### src/rtl/fsd_pkg.sv
package fsd_pkg;
    localparam int FRAME_LEN = 32;
    localparam int FRAME_W   = $clog2(FRAME_LEN);
    localparam int CODE_W    = 5;
    localparam int MULT_W    = CODE_W + 1;
    localparam int REG_W     = 32;
    localparam int REQ_BIT   = 31;
    localparam int CTRL_ADDR  = 0;
    localparam int RATIO_ADDR = 1;

    typedef logic [CODE_W-1:0]  ratio_code_t;
    typedef logic [MULT_W-1:0]  mult_t;
    typedef logic [FRAME_W-1:0] frame_pos_t;

    typedef struct packed {
        frame_pos_t pos;
        logic       wrap;
    } frame_t;

    typedef struct packed {
        logic        req;
        ratio_code_t code;
    } ctrl_state_t;

    function automatic mult_t code_to_mult(input ratio_code_t c);
        return mult_t'(FRAME_LEN) - mult_t'(c);
    endfunction
endpackage

### src/rtl/fsd_regs.sv
module fsd_regs
    import fsd_pkg::*;
#(
    parameter int ADDR_W     = 4,
    parameter int FIELD_LSB  = 8,
    parameter bit SHARED_REG = 1'b0
) (
    input  logic              clk,
    input  logic              rst,
    input  logic              wr_en,
    input  logic [ADDR_W-1:0] wr_addr,
    input  logic [REG_W-1:0]  wr_data,
    input  logic [ADDR_W-1:0] rd_addr,
    input  logic              apply,
    output logic [REG_W-1:0]  rd_data,
    output ctrl_state_t       state
);
    localparam logic [ADDR_W-1:0] A_CTRL  = ADDR_W'(CTRL_ADDR);
    localparam logic [ADDR_W-1:0] A_RATIO = ADDR_W'(RATIO_ADDR);
    localparam logic [ADDR_W-1:0] A_CODE  = SHARED_REG ? A_CTRL : A_RATIO;

    logic code_we;
    logic req_set;

    always_comb begin
        code_we = wr_en && (wr_addr == A_CODE) && !state.req;
        req_set = wr_en && (wr_addr == A_CTRL) && wr_data[REQ_BIT] && !state.req;
    end

    always_ff @(posedge clk) begin
        if (rst) begin
            state <= '0;
        end else begin
            if (code_we)
                state.code <= wr_data[FIELD_LSB +: CODE_W];
            if (apply)
                state.req <= 1'b0;
            else if (req_set)
                state.req <= 1'b1;
        end
    end

    always_comb begin
        rd_data = '0;
        if (rd_addr == A_CTRL)
            rd_data[REQ_BIT] = state.req;
        if (rd_addr == A_CODE)
            rd_data[FIELD_LSB +: CODE_W] = state.code;
    end
endmodule

### src/rtl/fsd_frame.sv
module fsd_frame
    import fsd_pkg::*;
(
    input  logic        clk,
    input  logic        rst,
    input  ctrl_state_t state,
    output frame_t      frame,
    output logic        apply,
    output ratio_code_t active
);
    frame_pos_t pos_q;

    always_comb begin
        frame.pos  = pos_q;
        frame.wrap = (pos_q == frame_pos_t'(FRAME_LEN - 1));
        apply      = state.req && frame.wrap;
    end

    always_ff @(posedge clk) begin
        if (rst) begin
            pos_q  <= '0;
            active <= '0;
        end else begin
            pos_q <= pos_q + 1'b1;
            if (apply)
                active <= state.code;
        end
    end
endmodule

### src/rtl/fsd_accum.sv
module fsd_accum
    import fsd_pkg::*;
(
    input  logic  clk,
    input  logic  rst,
    input  mult_t mult,
    input  logic  wrap,
    output logic  pulse
);
    logic [MULT_W:0] acc_q;
    logic [MULT_W:0] sum;

    always_comb begin
        sum   = acc_q + (MULT_W+1)'(mult);
        pulse = (sum >= (MULT_W+1)'(FRAME_LEN));
    end

    always_ff @(posedge clk) begin
        if (rst || wrap)
            acc_q <= '0;
        else
            acc_q <= pulse ? sum - (MULT_W+1)'(FRAME_LEN) : sum;
    end
endmodule

### src/rtl/fsd_postdiv.sv
module fsd_postdiv #(
    parameter int DIV = 2
) (
    input  logic clk,
    input  logic rst,
    input  logic pulse,
    output logic en
);
    generate
        if (DIV <= 1) begin : g_pass
            assign en = pulse;
        end else begin : g_div
            localparam int CW = $clog2(DIV);
            localparam logic [CW-1:0] LAST = CW'(DIV - 1);
            logic [CW-1:0] cnt_q;

            assign en = pulse && (cnt_q == LAST);

            always_ff @(posedge clk) begin
                if (rst)
                    cnt_q <= '0;
                else if (pulse)
                    cnt_q <= (cnt_q == LAST) ? '0 : cnt_q + 1'b1;
            end
        end
    endgenerate
endmodule

### src/rtl/frac_swallow_div.sv
module frac_swallow_div
    import fsd_pkg::*;
#(
    parameter int ADDR_W     = 4,
    parameter int FIELD_LSB  = 8,
    parameter int FIXED_DIV  = 2,
    parameter bit SHARED_REG = 1'b0
) (
    input  logic              clk,
    input  logic              rst,
    input  logic              wr_en,
    input  logic [ADDR_W-1:0] wr_addr,
    input  logic [31:0]       wr_data,
    input  logic [ADDR_W-1:0] rd_addr,
    output logic [31:0]       rd_data,
    output logic              clk_en
);
    ctrl_state_t ctrl_state;
    frame_t      frame;
    logic        apply;
    ratio_code_t active_code;
    mult_t       active_mult;
    logic        swallow_pulse;

    fsd_regs #(
        .ADDR_W(ADDR_W), .FIELD_LSB(FIELD_LSB), .SHARED_REG(SHARED_REG)
    ) u_regs (
        .clk(clk), .rst(rst), .wr_en(wr_en), .wr_addr(wr_addr),
        .wr_data(wr_data), .rd_addr(rd_addr), .apply(apply),
        .rd_data(rd_data), .state(ctrl_state)
    );

    fsd_frame u_frame (
        .clk(clk), .rst(rst), .state(ctrl_state),
        .frame(frame), .apply(apply), .active(active_code)
    );

    assign active_mult = code_to_mult(active_code);

    fsd_accum u_accum (
        .clk(clk), .rst(rst), .mult(active_mult),
        .wrap(frame.wrap), .pulse(swallow_pulse)
    );

    fsd_postdiv #(.DIV(FIXED_DIV)) u_post (
        .clk(clk), .rst(rst), .pulse(swallow_pulse), .en(clk_en)
    );
endmodule

### config.mk
export PLATFORM = sky130hd
export DESIGN_NAME = frac_swallow_div
export DESIGN_NICKNAME = d
export VERILOG_FILES = /design/src/rtl/fsd_pkg.sv /design/src/rtl/fsd_regs.sv /design/src/rtl/fsd_frame.sv /design/src/rtl/fsd_accum.sv /design/src/rtl/fsd_postdiv.sv /design/src/rtl/frac_swallow_div.sv
export SDC_FILE = /design/constraint.sdc
export NUM_CORES = 1
export LEC_CHECK = 0
export ABC_CLOCK_PERIOD_IN_PS = 4800
export BUFFER_PORTS_ARGS = -buffer_cell sky130_fd_sc_hd__buf_2
export CAP_MARGIN = 15
export CELL_PAD_IN_SITES_DETAIL_PLACEMENT = 1
export CELL_PAD_IN_SITES_GLOBAL_PLACEMENT = 1
export CORE_MARGIN = 1.5
export CORE_UTILIZATION = 36
export CTS_BUF_LIST = sky130_fd_sc_hd__clkbuf_2 sky130_fd_sc_hd__clkbuf_4 sky130_fd_sc_hd__clkbuf_8
export DETAILED_ROUTE_END_ITERATION = 10
export PLACE_DENSITY_LB_ADDON = 0.2
export SLEW_MARGIN = 30
export SYNTH_ARGS = -nofsm -noshare
export SYNTH_HDL_FRONTEND = slang
export SYNTH_SLANG_ARGS = --single-unit
### constraint.sdc
create_clock -name clk -period 4.8 [get_ports clk]
set_clock_uncertainty 0.05 [all_clocks]
set_input_delay 0.72 -clock clk [delete_from_list [all_inputs] [get_ports clk]]
set_output_delay 0.72 -clock clk [all_outputs]
set_load 0.03 [all_outputs]
==> results of run 1 <==
cell usage after synthesis:
cell type and n:
sky130_fd_sc_hd__o22ai_1 1, sky130_fd_sc_hd__fa_1 1, sky130_fd_sc_hd__nor3_1 4, sky130_fd_sc_hd__nand2b_1 2
sky130_fd_sc_hd__inv_2 1, sky130_fd_sc_hd__mux2_2 1, sky130_fd_sc_hd__o2111a_1 1, sky130_fd_sc_hd__nand3b_1 1
sky130_fd_sc_hd__a21oi_1 7, sky130_fd_sc_hd__nor4b_1 2, sky130_fd_sc_hd__xor2_1 4, sky130_fd_sc_hd__ha_1 10
sky130_fd_sc_hd__or4_1 1, sky130_fd_sc_hd__or2_1 1, sky130_fd_sc_hd__o31a_1 2, sky130_fd_sc_hd__buf_1 1
sky130_fd_sc_hd__a221oi_1 1, sky130_fd_sc_hd__nor2_1 19, sky130_fd_sc_hd__dfxtp_1 24, sky130_fd_sc_hd__nand3_1 10
sky130_fd_sc_hd__a32oi_1 1, sky130_fd_sc_hd__inv_1 9, sky130_fd_sc_hd__clkbuf_1 3, sky130_fd_sc_hd__o21a_1 1
sky130_fd_sc_hd__conb_1 1, sky130_fd_sc_hd__nor4_1 1, sky130_fd_sc_hd__nor3b_1 3, sky130_fd_sc_hd__buf_4 26
sky130_fd_sc_hd__a21o_1 1, sky130_fd_sc_hd__nand2_1 9, sky130_fd_sc_hd__o21ai_0 3, sky130_fd_sc_hd__and2_1 8
sky130_fd_sc_hd__o311ai_0 1, sky130_fd_sc_hd__xnor2_1 3, sky130_fd_sc_hd__a311o_1 2, sky130_fd_sc_hd__a211o_1 1
sky130_fd_sc_hd__nor2b_1 7, sky130_fd_sc_hd__and3_1 1, sky130_fd_sc_hd__o41ai_1 1, sky130_fd_sc_hd__o31ai_2 1
sky130_fd_sc_hd__a211oi_1 1, sky130_fd_sc_hd__mux2i_1 5, sky130_fd_sc_hd__or2_2 1
per-layer routing:
metal	part of all wire, %	vias to the layer above	global-route usage (%)
li1	-	621	-
met1	40	591	16.67
met2	55	32	29.45
met3	3.9	2	2.110
met4	0.62	0	4.500
met5	0	-	0
per-stage QoR:
step,cells,hold WS (ns),util (%)
after floorplan,209,0.3675,-
after global placement,252,0.3793,39.59
after detailed placement,252,0.4030,39.59
after CTS,256,0.4241,41.35
after global routing,256,0.4319,41.35
final,256,0.4101,41.35
cell families after synthesis:
group,after synthesis,synth area share [%]
buf+inv,40,16.03
xor+xnor,7,3.968
mux,6,3.968
flops,24,31.09
simple gates,70,23.40
fa+ha+maj,11,9.393
compound gates,25,11.90
other cells,1,0.2427
final timing paths:
path              depth (start not counted)         startpoint            endpoint  slack [ns]
setup reg to reg                         11  u_frame.active[0]  u_post.g_div.cnt_q        1.48
hold / removal                            1   u_frame.pos_q[0]    u_frame.pos_q[0]        0.41
setup / recovery                         10  u_frame.active[0]              clk_en        0.79
hold reg to reg                           1   u_frame.pos_q[0]    u_frame.pos_q[0]        0.41
state kept, by name (all words and copies together), names as in the netlist:
signal and cells:
u_accum.acc_q 7, u_regs.state 6, u_frame.active 5, u_frame.pos_q 5
u_post.g_div.cnt_q 1
layout make-up:
class	count	area (um2)	area share [%]
Sequential cell	24	480.5	28.64
Inverter	10	37.54	2.237
Clock inverter	1	30.03	1.790
Timing Repair Buffer	23	115.1	6.861
Clock buffer	3	41.29	2.461
Tap cell	50	62.56	3.729
Multi-Input combinational cell	145	910.9	54.29
where the power goes:
part           switching [mW]  internal [mW]
Sequential            0.00352          0.203
Combinational          0.0406         0.0122
Clock                  0.0637          0.111
Total                   0.108          0.327
placed cells by master, fill, tap and decap left out, types with 7 or more instances in the layout:
master                    instances
sky130_fd_sc_hd__nand2_1          9
sky130_fd_sc_hd__dfxtp_1         24
sky130_fd_sc_hd__and2_1           8
sky130_fd_sc_hd__nor2b_1          7
sky130_fd_sc_hd__nor2_1          19
sky130_fd_sc_hd__conb_1          26
sky130_fd_sc_hd__ha_1            10
sky130_fd_sc_hd__nand3_1         10
sky130_fd_sc_hd__inv_1            9
sky130_fd_sc_hd__buf_2           23
sky130_fd_sc_hd__a21oi_1          7
==> summary.md, run 1 <==
| Metric | Value |
|---|---|
| First-pass GRT wire length | around 5400 um |
| Main area contributors after synthesis | sky130_fd_sc_hd__dfxtp_1, sky130_fd_sc_hd__buf_4, sky130_fd_sc_hd__ha_1 |
| Top achievable clock speed | 249.5 MHz |
| Worst-skew pair later-pin latency | 0.26 ns |
| Std-Cell Rows | 23 |
| Clock root buffer | sky130_fd_sc_hd__clkbuf_8 |
| DP HPWL | roughly 2600 um |
| Portion of the clock cycle consumed by the worst path in the final layout | a little over four fifths |
| Num ports | 76 |
| Worst Path Arrival | 3.24 ns |
| Syn Std Cell Area | 0.001545 mm2 |
| Slew at the pin with the worst max-slew slack | approximately 0.7 ns |
| Full die area | between 0.004 and 0.005 mm2 |
| Fillers | roughly 500 |
| Total GRT Usage | about 15% |
| Library cell occupying the most area in the post-synthesis netlist | sky130_fd_sc_hd__dfxtp_1 |
| Clk sinks | 24 |
| Via count of the first global-routing pass | 1,251 |
| Post-synthesis average cell area | about 8.4 um2 |
| Yosys warnings | 0 |
| Number of nets still failing antenna checks after routing | 0 |
| Fraction of post-synthesis cell area in the top cell type by area | between 30% and 40% |
| Final nets | 261 |
| Die Width | 68.52 um |
| Post-synthesis sequential area ratio | a little under a third |
| CTS tree | built |
| Core area | 0.004058 mm2 |
| Post-Route WL | around 3200 um |
| Fraction of final layout cells with drive strength greater than 1 | roughly 15% |
| Maximum buffer depth of the clock tree | 2 |
| Number of synthesized register bits | 24 |
| TritonCTS Buffers | 3 |
| Routed vias | 1,246 |
| Crit path buffers/inverters | 2 |
| Setup TNS | 0 ns |
| Average wire per standard cell | between 10 and 15 um |
| Minimum setup slack after placement | around 1.1 ns |
| Buffer count from post-CTS setup fixing | 0 |
| Hold Buf Count CTS | 0 |
| Min-delay worst type | flop to flop |
| Initial antenna violation count | 0 |
| Antenna diodes | 0 |
| Standby leakage power | 0.7824 nW |
| Power Density | 259.0 mW/mm2 |
| CP startpoint kind | flop |
| Worst-path clk slew | approximately 0.080 ns |
| Post-place instance area | roughly 0.0016 mm2 |
| Largest net degree at the start of global routing | 22 |
| Worst Path Class, Setup | flop to output pin |
| Maximum net fanout on the critical path | 8 |
| Relative slew margins | about 53% |
| CTS-repair resized insts | 0 |
| Slowest-stage cell, CP | sky130_fd_sc_hd__or4_1 |
| Req. time, crit path | approximately 4 ns |
| RSZ-0062 raised after global routing | false |
| Crit-path max cell delay | 0.54 ns |
| Final Hold Violating Endpoints | 0 |
| Final design instance area without fill | ~0.0017 mm2 |
| Peak supply drop | roughly 0.16 mV |
| P&R area growth vs syn | 8.583% |
| Count of endpoints failing setup in the final report | 0 |
| Number of design-rule violations left by the first detailed-router iteration | between 40 and 50 |
| Tmin final | roughly 4 ns |
| # Max-Cap Violations | 0 |
| Placer's final routability congestion estimate | roughly 0.74 |
| First-pass detailed-route iteration total | 4 |
| Post-synthesis instance total | between 150 and 200 |
| Final Max Slew Viols | 0 |
| Number of buffer cells added on primary ports | 23 |
| Total power | 0.4345 mW |
| Unique masters post-synth | between 40 and 50 |
| Cell repeated most along the worst path | sky130_fd_sc_hd__ha_1 |
| Worst Setup End Kind | output pin |
| Final setup slack of the worst path | 0.7918 ns |
| Overflow left after global routing | 0 |
| Via-to-Cell Ratio | approximately 4.9 |
| H-Tree Depth | 1 |
| Chip Height | about 69 um |
| Initial Util | a little under two fifths |
| Status | finished, final reports clean |
| Critical Path, Cell by Cell | nor3_1 > nor3b_1 > ha_1 > or4_1 > nand3_1 > inv_2 > ha_1 > o41ai_1 > and2_1 > buf_2 |
| Gate family responsible for the most delay along the worst path | simple AND/OR/NAND/NOR gates |
| Remaining design rule violation count | 0 |
Power figures use the tool's default switching activity.
==> inputs of run 2 (changes only) <==
--- a/config.mk
+++ b/config.mk
@@ -5,13 +5,13 @@
 export SDC_FILE = /design/constraint.sdc
 export NUM_CORES = 1
 export LEC_CHECK = 0
-export ABC_CLOCK_PERIOD_IN_PS = 4800
+export ABC_CLOCK_PERIOD_IN_PS = 4100
 export BUFFER_PORTS_ARGS = -buffer_cell sky130_fd_sc_hd__buf_2
 export CAP_MARGIN = 15
 export CELL_PAD_IN_SITES_DETAIL_PLACEMENT = 1
 export CELL_PAD_IN_SITES_GLOBAL_PLACEMENT = 1
 export CORE_MARGIN = 1.5
-export CORE_UTILIZATION = 36
+export CORE_UTILIZATION = 33
 export CTS_BUF_LIST = sky130_fd_sc_hd__clkbuf_2 sky130_fd_sc_hd__clkbuf_4 sky130_fd_sc_hd__clkbuf_8
 export DETAILED_ROUTE_END_ITERATION = 10
 export PLACE_DENSITY_LB_ADDON = 0.2
==> constraint.sdc (replaced) <==
create_clock -name clk -period 4.1 [get_ports clk]
set_clock_uncertainty 0.05 [all_clocks]
set_input_delay 0.615 -clock clk [delete_from_list [all_inputs] [get_ports clk]]
set_output_delay 0.615 -clock clk [all_outputs]
set_load 0.03 [all_outputs]
==> run 2 against run 1 <==
  * The flow now finishes with violations (DRC)
  * Count of clock-buffer cells in the layout stayed put
  * Cell count is 0.78% higher
  * Core utilization is 3.5 points lower
  * Sequential cell count stayed put
  * Critical path type unchanged
  * Critical endpoint unchanged
  * Highest routed layer unchanged
==> summary.md, run 2 (synthesized netlist as in run 1, its figures left out) <==
| Metric | Value |
|---|---|
| Clock root buffer | sky130_fd_sc_hd__clkbuf_8 |
| Most common cell after layout, fill and taps aside | sky130_fd_sc_hd__conb_1 |
| Total GRT Usage | 13.01% |
| Req. time, crit path | 3.43 ns |
| First-pass detailed-route iteration total | 7 |
| Buffer count from post-CTS setup fixing | 0 |
| Worst-path clk slew | 0.08 ns |
| H-Tree Depth | 1 |
| Initial Util | around a third |
| Chip Height | about 70 um |
| Final worst hold slack | 0.4116 ns |
| Worst Setup End Kind | output pin |
| Clk sinks | 24 |
| DP HPWL | between 2000 and 3000 um |
| Overflow left after global routing | 0 |
| Number of buffer cells added on primary ports | 23 |
| First-pass GRT wire length | 5492 um |
| FF-to-FF setup slack | around 0.80 ns |
| Area taken by multi-input logic gates | roughly 910 um2 |
| Via count of the first global-routing pass | approximately 1.3k |
| Final design instance area without fill | approximately 0.0017 mm2 |
| Final Hold Violating Endpoints | 0 |
| Min-delay worst type | flop to flop |
| Reg with most FFs | u_accum.acc_q |
| Flip-flop count of the largest register, all copies and words added | 7 |
| Peak supply drop | approximately 0.18 mV |
| Standby leakage power | roughly 0.78 nW |
| Count of endpoints failing setup in the final report | 0 |
| Failing checks | DRC |
| Hold Path End | u_frame.pos_q[0] |
| Largest net degree at the start of global routing | 22 |
| Worst-skew pair later-pin latency | about 0.26 ns |
| Fraction of final layout cells with drive strength greater than 1 | between 10% and 20% |
| Antenna diodes | 0 |
| Startpoint of the lowest-slack register-to-register path | u_frame.active[0] |
| Number of design-rule violations left by the first detailed-router iteration | 23 |
| Final Max Slew Viols | 0 |
| Post-Route WL | roughly 3300 um |
| Worst Path Class, Setup | flop to output pin |
| Worst Path Arrival | around 3.2 ns |
| Via-to-Cell Ratio | roughly 4.8 |
| Routed vias | around 1.2k |
| Num ports | 76 |
| Final core occ | a little under two fifths |
| Die Width | between 70 and 80 um |
| Initial antenna violation count | 0 |
| Std-Cell Rows | 24 |
| Power Density | between 300 and 400 mW/mm2 |
| Tmin final | roughly 3.9 ns |
| Relative slew margins | 58.43% |
| CTS tree | built |
| Number of nets still failing antenna checks after routing | 0 |
| Cell count after placement | 254 |
| Worst reg2reg endpoint | u_post.g_div.cnt_q |
| Portion of the clock cycle consumed by the worst path in the final layout | 93.97% |
| Maximum net fanout on the critical path | 8 |
| FF+latch area | between 400 and 500 um2 |
| CP startpoint kind | flop |
| Fillers | ~570 |
| Core area | around 0.0044 mm2 |
| Status | finished, violations left |
| Remaining design rule violation count | 2 |
| Final standard cell count with taps included and fillers excluded | ~260 |
| Maximum buffer depth of the clock tree | 2 |
| Number of cells traversed by the worst hold path | 1 |
| Final nets | ~260 |
| Top achievable clock speed | about 260 MHz |
| Largest registers ranked by flip-flop count | u_accum.acc_q x7, u_regs.state x6 |
| # Max-Cap Violations | 0 |
| RSZ-0062 raised after global routing | false |
| Full die area | just over 0.005 mm2 |
| Post-place instance area | between 0.0015 and 0.002 mm2 |
| Placer's final routability congestion estimate | between 0.7 and 0.8 |
| Commonest cells after routing, fill and taps aside | sky130_fd_sc_hd__conb_1, sky130_fd_sc_hd__dfxtp_1, sky130_fd_sc_hd__buf_2 |
| P&R area growth vs syn | 8.745% |
| CTS-repair resized insts | 0 |
| Worst min-delay path startpoint | u_frame.pos_q[0] |
| Slew at the pin with the worst max-slew slack | 0.6149 ns |
| Hold Buf Count CTS | 0 |
| TritonCTS Buffers | 3 |
| Average wire per standard cell | between 10 and 15 um |
| Number of cells traversed by the worst register-to-register path | 11 |
| Setup TNS | 0 ns |
[run 2: worst max path at each step]
stage                        end               from  slack (ns)  cells past startpoint
after floorplan           clk_en  u_frame.active[0]        0.99                     12
after global placement    clk_en  u_frame.active[0]        0.61                     10
after detailed placement  clk_en  u_frame.active[0]        0.54                     10
after CTS                 clk_en  u_frame.active[0]        0.24                     10
after global routing      clk_en  u_frame.active[0]        0.05                     10
final                     clk_en  u_frame.active[0]        0.25                     10
[run 2: worst max-delay path: stages (launching register included)]
cell and delay [ns]:
sky130_fd_sc_hd__dfxtp_1 0.35, sky130_fd_sc_hd__nor3_1 0.30, sky130_fd_sc_hd__nor3b_1 0.36, sky130_fd_sc_hd__ha_1 0.38, sky130_fd_sc_hd__or4_1 0.53, sky130_fd_sc_hd__nand3_1 0.20, sky130_fd_sc_hd__inv_2 0.09, sky130_fd_sc_hd__ha_1 0.27
sky130_fd_sc_hd__o41ai_1 0.10, sky130_fd_sc_hd__and2_1 0.17, sky130_fd_sc_hd__buf_2 0.19
[run 2: per-stage QoR]
step | total power, mW | setup WS (ns)
floorplan | 0.3139 | 0.9882
global placement | 0.3061 | 0.6118
detailed placement | 0.3082 | 0.5423
CTS | 0.5126 | 0.2401
global route | 0.5314 | 0.05167
finish | 0.5077 | 0.2470
[run 2: area by class of cell]
type / instances / area share (%)
Multi-Input combinational cell: 145 / 54.21
Inverter: 10 / 2.234
Sequential cell: 24 / 28.59
Clock inverter: 1 / 1.787
Timing Repair Buffer: 23 / 6.850
Clock buffer: 3 / 2.457
Tap cell: 52 / 3.872
[run 2: routing by layer]
layer / GRT usage (%) / routed length, um / up-vias
li1: - / - / 620
met1: 14.27 / 1412 / 592
met2: 26.17 / 1773 / 18
met3: 1.266 / 59 / 2
met4: 3.419 / 20 / 0
met5: 0 / 0 / -
[run 2: where the power goes]
group,switching [mW],internal (mW),total (mW)
Sequential,0.00398,0.238,0.242
Clock,0.0741,0.130,0.204
Combinational,0.0473,0.0142,0.0615
==> inputs of run 3 (changes only) <==
==> constraint.sdc (replaced) <==
create_clock -name clk -period 4.1 [get_ports clk]
set_clock_uncertainty 0.05 [all_clocks]
set_input_delay 0.82 -clock clk [delete_from_list [all_inputs] [get_ports clk]]
set_output_delay 0.82 -clock clk [all_outputs]
set_load 0.03 [all_outputs]
==> run 3 against run 2 <==
  * The run still ends with DRC left
  * Non-clock buffer count unchanged
  * Largest cell class unchanged
  * Combinational power barely moved
  * Largest power group unchanged
  * Via count up 0.41%
  * Sequential power barely moved
  * Cell area increased by 1.7%
  * Setup slack got worse by 0.0051 ns
  * Highest routed layer unchanged
  * Wire length down 0.28%
  * Sequential share of layout area down 0.48 points
  * Core utilization grew 0.65 points
  * Critical path depth increased by 2
  * Clock power barely moved
  * First-iteration DRC count is 17% lower
==> summary.md, run 3 (synthesized netlist as in run 1, its figures left out) <==
| Metric | Value |
|---|---|
| Slew at the pin with the worst max-slew slack | 0.6175 ns |
| CP startpoint kind | flop |
| Req. time, crit path | 3.23 ns |
| Worst-skew pair later-pin latency | ~0.26 ns |
| Maximum net fanout on the critical path | 7 |
| Commonest cells after routing, fill and taps aside | sky130_fd_sc_hd__conb_1, sky130_fd_sc_hd__dfxtp_1, sky130_fd_sc_hd__buf_2 |
| Buffer count from post-CTS setup fixing | 0 |
| Final Hold Violating Endpoints | 0 |
| Reg with most FFs | u_accum.acc_q |
| Worst-path clk slew | roughly 0.090 ns |
| Clk sinks | 24 |
| Largest net degree at the start of global routing | 22 |
| Tmin final | ~3.9 ns |
| Flip-flop count of the largest register, all copies and words added | 7 |
| Full die area | a little over 0.005 mm2 |
| Count of endpoints failing setup in the final report | 0 |
| First-pass detailed-route iteration total | 7 |
| Core area | approximately 0.0044 mm2 |
| Standby leakage power | just under 0.8 nW |
| Min-delay worst type | flop to flop |
| Via count of the first global-routing pass | 1,289 |
| RSZ-0062 raised after global routing | false |
| Final standard cell count with taps included and fillers excluded | ~260 |
| Failing checks | DRC |
| Minimum setup slack after placement | 0.3373 ns |
| Cell count after placement | 254 |
| Clock root buffer | sky130_fd_sc_hd__clkbuf_8 |
| Average wire per standard cell | ~13 um |
| Setup TNS | 0 ns |
| P&R area growth vs syn | 10.61% |
| Remaining design rule violation count | 2 |
| Maximum buffer depth of the clock tree | 2 |
| TritonCTS Buffers | 3 |
| Relative slew margins | 58.25% |
| DP HPWL | approximately 2700 um |
| Final Max Slew Viols | 0 |
| H-Tree Depth | 1 |
| Number of buffer cells added on primary ports | 23 |
| Worst Setup End Kind | output pin |
| Final nets | 261 |
| Die Width | 71.43 um |
| Initial Util | 34.77% |
| CTS tree | built |
| Number of nets still failing antenna checks after routing | 0 |
| Final setup slack of the worst path | ~0.24 ns |
| Routed vias | ~1.2k |
| Largest registers ranked by flip-flop count | u_accum.acc_q x7, u_regs.state x6 |
| Number of design-rule violations left by the first detailed-router iteration | 19 |
| Initial antenna violation count | 0 |
| Portion of the clock cycle consumed by the worst path in the final layout | 94.10% |
| Chip Height | 71.43 um |
| Fillers | about 560 |
| Post-Route WL | ~3300 um |
| Antenna diodes | 0 |
| Std-Cell Rows | 24 |
| Placer's final routability congestion estimate | roughly 0.79 |
| Total GRT Usage | 13.01% |
| Top achievable clock speed | 259.2 MHz |
| Worst Path Class, Setup | flop to output pin |
| # Max-Cap Violations | 0 |
| Num ports | 76 |
| Peak supply drop | 0.1798 mV |
| First-pass GRT wire length | 5492 um |
| Most common cell after layout, fill and taps aside | sky130_fd_sc_hd__conb_1 |
| Fraction of final layout cells with drive strength greater than 1 | 17.96% |
| Power Density | slightly below 300 mW/mm2 |
| Status | finished, violations left |
| Overflow left after global routing | 0 |
| Via-to-Cell Ratio | around 4.8 |
| Worst Path Arrival | approximately 3 ns |
[run 3: routing by layer]
layer	up-vias	part of all wire (%)	GRT usage, %
met3	2	1.8	1.266
met5	-	0	0
met1	598	43	14.27
met2	18	55	26.17
li1	619	-	-
met4	0	0.61	3.419
[run 3: path summary, 6_finish.rpt]
check / startpoint / cells after the start / to / slack (ns)
max: u_frame.active[0] / 12 / clk_en / 0.24
min: u_frame.pos_q[0] / 1 / u_frame.pos_q[0] / 0.41
max reg2reg: u_frame.active[0] / 14 / u_post.g_div.cnt_q / 1.04
min reg2reg: u_frame.pos_q[0] / 1 / u_frame.pos_q[0] / 0.41
[run 3: timing repair]
item,in CTS,in global routing
hold buffers,0,0
gates resized for setup,0,6
setup endpoints to repair,0,1
[run 3: worst max-delay path: stages, from the launching register on]
cell	delay, ns
sky130_fd_sc_hd__dfxtp_1	0.40
sky130_fd_sc_hd__inv_1	0.06
sky130_fd_sc_hd__ha_1	0.31
sky130_fd_sc_hd__inv_1	0.06
sky130_fd_sc_hd__fa_1	0.44
sky130_fd_sc_hd__nor2b_2	0.18
sky130_fd_sc_hd__o21ai_0	0.15
sky130_fd_sc_hd__a211o_1	0.36
sky130_fd_sc_hd__inv_1	0.10
sky130_fd_sc_hd__ha_2	0.25
sky130_fd_sc_hd__o41ai_2	0.09
sky130_fd_sc_hd__and2_1	0.16
sky130_fd_sc_hd__buf_2	0.17
[run 3: power breakdown]
part           switching (mW)  internal (mW)
Clock                  0.0744          0.130
Sequential            0.00401          0.238
Combinational          0.0472         0.0142
Total                   0.126          0.382
[run 3: metrics by stage]
stage | total power [mW] | area [um2] | hold slack, ns | util (%)
after floorplan | 0.3139 | 1639 | 0.3675 | -
after global placement | 0.3061 | 1609 | 0.3796 | 36.21
after detailed placement | 0.3082 | 1609 | 0.3989 | 36.21
after CTS | 0.5126 | 1680 | 0.4146 | 37.81
after global routing | 0.5314 | 1709 | 0.4338 | 38.46
final | 0.5080 | 1709 | 0.4138 | 38.46
[run 3: area by class of cell]
type | count | area (um2) | share of cell area, %
well taps | 52 | 65.06 | 3.807
flip-flops and latches | 24 | 480.5 | 28.11
clock inverters | 1 | 30.03 | 1.757
clock buffers | 3 | 41.29 | 2.416
multi-input cells | 145 | 939.7 | 54.98
repair buffers | 23 | 115.1 | 6.735
inverters | 10 | 37.54 | 2.196
